--- src/rtl/tras_pkg.sv ---
package tras_pkg;

    localparam int unsigned DEF_ROWS = 4;
    localparam int unsigned DEF_COLS = 4;

    // Control seen by a single cell
    typedef struct packed {
        logic cap;   // system clock enable
        logic row;   // decoded row line
        logic col;   // decoded column line
    } cell_ctl_t;

    typedef enum logic [1:0] {
        CELL_HOLD    = 2'd0,
        CELL_CAPTURE = 2'd1,
        CELL_TOGGLE  = 2'd2
    } cell_mode_e;

    // Capture has priority; toggle needs both lines; otherwise hold
    function automatic cell_mode_e cell_mode(input cell_ctl_t c);
        if (c.cap)
            return CELL_CAPTURE;
        else if (c.row && c.col)
            return CELL_TOGGLE;
        else
            return CELL_HOLD;
    endfunction

endpackage

--- src/rtl/tras_decoder.sv ---
module tras_decoder #(
    parameter int unsigned N = 4,
    localparam int unsigned W = (N > 1) ? $clog2(N) : 1
) (
    input  logic         clk,
    input  logic         rst,
    input  logic         en,
    input  logic [W-1:0] sel,
    output logic [N-1:0] lines
);

    for (genvar i = 0; i < N; i++) begin : g_line
        assign lines[i] = en && (sel == W'(i));
    end

    AST_LINES_ONEHOT0: assert property (@(posedge clk) disable iff (rst)
        $onehot0(lines));
    AST_LINES_ENABLED: assert property (@(posedge clk) disable iff (rst)
        en |-> $onehot(lines));
    AST_LINES_IDLE: assert property (@(posedge clk) disable iff (rst)
        !en |-> (lines == '0));

endmodule

--- src/rtl/tras_cell.sv ---
module tras_cell
    import tras_pkg::*;
(
    input  logic      clk,
    input  logic      rst,
    input  cell_ctl_t ctl,
    input  logic      d,
    output logic      q
);

    cell_mode_e mode;
    logic       q_nxt;

    always_comb begin
        mode = cell_mode(ctl);
        unique case (mode)
            CELL_CAPTURE: q_nxt = d;
            CELL_TOGGLE:  q_nxt = ~q;
            default:      q_nxt = q;
        endcase
    end

    always_ff @(posedge clk) begin
        if (rst)
            q <= 1'b0;
        else
            q <= q_nxt;
    end

    AST_CELL_CAPTURE: assert property (@(posedge clk) disable iff (rst)
        (!$past(rst) && $past(ctl.cap)) |-> (q == $past(d)));
    AST_CELL_TOGGLE: assert property (@(posedge clk) disable iff (rst)
        (!$past(rst) && !$past(ctl.cap) && $past(ctl.row) && $past(ctl.col))
            |-> (q != $past(q)));
    AST_CELL_HOLD: assert property (@(posedge clk) disable iff (rst)
        (!$past(rst) && !$past(ctl.cap) && !($past(ctl.row) && $past(ctl.col)))
            |-> $stable(q));

endmodule

--- src/rtl/tras_array.sv ---
module tras_array
    import tras_pkg::*;
#(
    parameter int unsigned ROWS = DEF_ROWS,
    parameter int unsigned COLS = DEF_COLS,
    localparam int unsigned RW = $clog2(ROWS),
    localparam int unsigned CW = $clog2(COLS),
    localparam int unsigned N  = ROWS * COLS,
    localparam int unsigned AW = RW + CW
) (
    input  logic          clk,
    input  logic          rst,
    input  logic          func_en,
    input  logic          dec_en,
    input  logic [AW-1:0] addr,
    input  logic [N-1:0]  func_d,
    output logic [N-1:0]  state_q,
    output logic          rd_bit
);

    logic            strobe;
    logic [ROWS-1:0] row_ln;
    logic [COLS-1:0] col_ln;

    // Decoded lines stay low during functional capture
    assign strobe = dec_en && !func_en;

    tras_decoder #(.N(ROWS)) u_row_dec (
        .clk   (clk),
        .rst   (rst),
        .en    (strobe),
        .sel   (addr[AW-1:CW]),
        .lines (row_ln)
    );

    tras_decoder #(.N(COLS)) u_col_dec (
        .clk   (clk),
        .rst   (rst),
        .en    (strobe),
        .sel   (addr[CW-1:0]),
        .lines (col_ln)
    );

    for (genvar r = 0; r < ROWS; r++) begin : g_row
        for (genvar c = 0; c < COLS; c++) begin : g_col
            cell_ctl_t ctl;
            assign ctl.cap = func_en;
            assign ctl.row = row_ln[r];
            assign ctl.col = col_ln[c];
            tras_cell u_cell (
                .clk (clk),
                .rst (rst),
                .ctl (ctl),
                .d   (func_d[r*COLS+c]),
                .q   (state_q[r*COLS+c])
            );
        end
    end

    assign rd_bit = state_q[addr];

    AST_RESET_CLEAR: assert property (@(posedge clk)
        $past(rst) |-> (state_q == '0));
    AST_SINGLE_FLIP: assert property (@(posedge clk) disable iff (rst)
        (!$past(rst) && !$past(func_en))
            |-> ($countones(state_q ^ $past(state_q)) <= 1));
    AST_CAPTURE_WINS: assert property (@(posedge clk) disable iff (rst)
        (!$past(rst) && $past(func_en)) |-> (state_q == $past(func_d)));

endmodule

--- config.mk ---
export PLATFORM = sky130hd
export DESIGN_NAME = tras_array
export DESIGN_NICKNAME = d
export VERILOG_FILES = /design/src/rtl/tras_pkg.sv /design/src/rtl/tras_decoder.sv /design/src/rtl/tras_cell.sv /design/src/rtl/tras_array.sv
export SDC_FILE = /design/constraint.sdc
export NUM_CORES = 1
export LEC_CHECK = 0
export ABC_AREA = 1
export CAP_MARGIN = 20
export CORE_MARGIN = 5
export CORE_UTILIZATION = 50
export CTS_BUF_LIST = sky130_fd_sc_hd__clkbuf_8
export DETAILED_ROUTE_END_ITERATION = 8
export PLACE_DENSITY = 0.87
export SLEW_MARGIN = 20
export SYNTH_ARGS = -nofsm -noshare
export SYNTH_HDL_FRONTEND = slang
export SYNTH_SLANG_ARGS = --single-unit
--- constraint.sdc ---
create_clock -name clk -period 2.5 [get_ports clk]
set_clock_uncertainty 0.1 [all_clocks]
set_input_delay 0.375 -clock clk [delete_from_list [all_inputs] [get_ports clk]]
set_output_delay 0.375 -clock clk [all_outputs]
set_load 0.01 [all_outputs]
After elaboration in Yosys (flattened, before gate mapping)
Index checks and enable logic that the tools add are counted.

Bitwise logic cells: 16. Eq/ne operators: 38. Div/mod/pow operators: 0. Reductions and logical operators: 44. Shifts and indexed selects: 0. Multiplexer cells: 50. $mul: 0. Add/subtract/negate cells: 0. Order comparisons: 1.

Operator list (number): $mux 2 (32); $eq 2x2->1 const B (20); $eq 2x1->1 const B (18); $pmux 1 s2 (16); $reduce_bool 2->1 (16); $logic_and 1x1->1 (25); $not 1->1 (16); $lt 4x5->1 const B (1); $bmux 1 s4 (1); $logic_not 2->1 (2); $logic_not 1->1 (1); $mux 1 (1).

Bits in latches: 0. Output and inout port bits: 17. RAM bits: 0. Memory bits (read-only): 0. Bits of input ports: 24. Logic and storage cells: 165. Memories kept: 0. Flip-flop bits (word level): 16.

Logic depth before layout (Yosys ltp)
Depth in word-level cells: 8. Depth in mapped cells: 9. Mapped depth without buffers: 9.

Hierarchy
A second synthesis with hierarchy kept.

Cells, all modules: 212. Area total of the unflattened synthesis: 1268.7 µm².

Modules (own cells, without submodules): tras_cell (seq. area each 20.0 µm², times used 16, area each 60.1 µm², cells an instance 9); tras_array (seq. area each 0.0 µm², times used 1, area each 247.7 µm², cells an instance 52); tras_decoder (seq. area each 0.0 µm², times used 2, area each 30.0 µm², cells an instance 8).

Worst setup path after synthesis
No wires, ideal clock.

Path kind: input-to-output. Start: in addr[0]. End: out rd_bit. Stages: 9. Arrival time: 0.924 ns. Path slack: 1.101 ns. Path buffers: 1. Data required time: 2.025 ns. Path through: buf_4 nand2_1 nand2_1 nand2_1 nand2_1 nand2_1 nand2_1 inv_1 nand2_1.

Cells in the longest elaborated chain, start to end: 2.

Ends and longest elaborated chain: start, declared (line tras_array.sv:15) `input logic [AW-1:0] addr,`; $bmux 1 s4 (line tras_array.sv:60) `assign rd_bit = state_q[addr];`; $mux 1 (implied by the code) (line tras_array.sv:60); end, declared (line tras_array.sv:18) `output logic rd_bit`.

No other way between the ends. The select of a mux whose other input is x is not followed.

Final worst setup path
Ends and elaborated chain as after synthesis.

==> load_flow_metrics.sql <==
INSERT INTO impl_metrics (metric_group, metric, value, unit) VALUES
('floorplan', 'placement_rows', '17', ''),
('floorplan', 'floorplan.io_pins', '41', ''),
('synth', 'yosys_register_bits', '16', ''),
('place', 'place_congestion', '0.928', ''),
('final_layout', 'final_cell_count_no_fill', '264', ''),
('critical_path', 'critical_path_required', '2030', 'ps'),
('floorplan', 'die_width', '58.8', 'µm'),
('critical_path', 'endpoint_kind', 'primary output', ''),
('timing', 'tightestPinTransition', '450', 'ps'),
('timing', 'timing.max_slew.rel_slack', '70.0', '%'),
('floorplan', 'coreArea', '2230', 'µm²'),
('synth', 'post_synth_main_area_contributors', 'dfxtp_1 27%, nand2_1 23%, buf_4 11%', ''),
('timing', 'final_min_period_over_clock_period', '85.1', '%'),
('drt', 'drt_pass1_iterations', '4', ''),
('outcome', 'run_status', 'complete, no violations', ''),
('clock_tree', 'post_cts_hold_buffers', '0', ''),
('grt', 'grt_pass1_wl', '4.98', 'mm'),
('synth', 'avgSynthCellArea', '5.67', 'µm²'),
('critical_path', 'cp_common_cell', 'nand2_1', ''),
('critical_path', 'cp_cell_sequence', 'clkdlybuf4s50_1 -> buf_4 -> nand2_1 -> nand2_1 -> nand2_1 -> nand2_1 -> nand2_1 -> nand2_1 -> inv_1 -> nand2_1 -> dlymetal6s2s_1', ''),
('final_layout', 'largest_register_ff_count', '16', ''),
('critical_path', 'worstPathArrival', '1650', 'ps'),
('drt', 'routed-via-count', '1264', ''),
('drt', 'avgViaCountPerCell', '4.79', ''),
('worst_hold_path', 'hold_path_class', 'reg -> reg', ''),
('synth', 'yosys_most_used_dff', 'dfxtp_1', ''),
('timing', 'maxSlewViolCount', '0', ''),
('clock_tree', 'cts_max_level', '1', ''),
('synth', 'synthSimpleGateAreaFrac', '34.0', '%'),
('synth', 'xor_xnor_portion_of_the_synthesized_cell_area', '0', '%'),
('clock_tree', 'cts_sinks', '16', ''),
('clock_tree', 'cts-buffers-inserted', '3', ''),
('place', 'dpl-instance-area', '1510', 'µm²'),
('drt', 'ant_nets', '0', ''),
('clock_tree', 'clkLatencyLatePin', '250', 'ps'),
('critical_path', 'cp_slowest_stage_delay', '530', 'ps'),
('drt', 'route.detailed.drc', '0', ''),
('final_layout', 'final_layout_size_suffix_gt1_share', '8.90', '%'),
('drt', 'detail_route.wl_per_cell', '11.2', 'µm'),
('critical_path', 'cp-start-kind', 'input pin', ''),
('floorplan', 'overall_die_area', '3460', 'µm²'),
('clock_tree', 'cts_root_buffer', 'clkbuf_8', ''),
('power_and_ir_drop', 'vdd_ir_drop_max', '0.348', 'mV'),
('place', 'port-buffer-count', '40', ''),
('clock_tree', 'cts_tree', 'done', ''),
('grt', 'grt.met1_usage', '22.9', '%'),
('timing', 'timing.fmax', '0.470', 'GHz'),
('synth', 'asyncSetResetFlopFracSynth', '0', '%'),
('grt', 'grt_max_degree', '22', ''),
('grt', 'grtUsageMet3', '5.48', '%'),
('floorplan', 'start_util', '53.3', '%'),
('synth', 'synth_compound_gate_area_share', '17.1', '%'),
('synth', 'top_cell_types_by_occurrence_after_synthesis', '72 x nand2_1, 23 x nor2_1, 20 x a21oi_1, 20 x inv_1, 18 x buf_4', ''),
('timing', 'setup_tns', '0', 'ps'),
('drt', 'drt-initial-drc-count', '42', ''),
('power_and_ir_drop', 'power_per_cell_area', '432', 'nW/µm²'),
('grt', 'antenna_found_initial', '0', ''),
('final_layout', 'nNetsFinal', '262', ''),
('synth', 'synth_nets', '234', ''),
('place', 'hpwl', '2.24', 'mm'),
('synth', 'synth.largest_area_cell', 'dfxtp_1', ''),
('place', 'post-place-cells', '261', ''),
('clock_tree', 'cts.clk_slew.worst_paths', '70', 'ps'),
('final_layout', 'layout-area-overhead-vs-synth', '30.6', '%'),
('timing', 'finalHoldViolCount', '0', ''),
('critical_path', 'timing_worst_setup_path_type', 'in -> out', ''),
('final_layout', 'layout_top_registers', 'g_row.g_col.u_cell.q x16', ''),
('job', 'maxCapViolCount', '0', ''),
('power_and_ir_drop', 'totalPowerFinal', '0.671', 'mW'),
('drt', 'drt_wl_total', '2.96', 'mm'),
('synth', 'yosys.cell_types.count', '18', '');
-- report_power, final --
group          switching, mW  internal, mW
Sequential            0.0140         0.272
Clock                 0.0912         0.107
Combinational         0.0889        0.0979
-- cells in the final DEF (no fill, tap or decap), drive strengths merged --
cell,instances
clkinv,1
nor2,26
dlymetal6s2s,1
o21ai,18
inv,28
clkdlybuf4s50,39
nor3b,1
nand2,74
clkbuf,3
nand3,2
o22ai,1
dfxtp,16
o21a,1
buf,5
a21oi,20
-- metal layers --
layer | routed length [µm] | share of wire, % | vias to the layer above
li1 | - | - | 682
met1 | 1330 | 45 | 538
met2 | 1400 | 47 | 40
met3 | 209 | 7.1 | 4
met4 | 21 | 0.71 | 0
met5 | 0 | 0 | -
-- worst paths after layout --
check,start,endpoint,slack [ps],depth (start not counted)
worst max register to register,g_row[2].g_col[2].u_cell.q,g_row[2].g_col[2].u_cell.q,1590,6
worst min-delay path,g_row[2].g_col[2].u_cell.q,g_row[2].g_col[2].u_cell.q,480,3
worst min register to register,g_row[2].g_col[2].u_cell.q,g_row[2].g_col[2].u_cell.q,480,3
worst max-delay path,addr[0],rd_bit,370,11
-- repair_timing --
action                                  4_1_cts  5_1_grt
resized for setup                             0        1
hold endpoints to repair                      0        0
endpoints found under the setup margin        0        1
-- logic make-up (layout without fill, tap and decap cells) --
logic type	Yosys count	count (layout)
buffers and inverters	51	77
AOI/OAI and AO/OA	40	40
and+or+nand+nor	103	103
DFF	16	16
-- critical path, delay by kind of cell --
| kind | cells | cell delay, ps |
|---|---|---|
| simple gates | 7 | 380 |
| buf+inv | 4 | 890 |
-- layout make-up --
class	count	area, µm²	area share (%)
timing repair buffer	45	440	28.3
tap	28	35.0	2.25
inverter	29	109	7.00
clock buffer	3	41.3	2.65
multi-input combinational	143	609	39.2
sequential	16	320	20.6
Note: power is estimated with default switching activity, not from simulation.
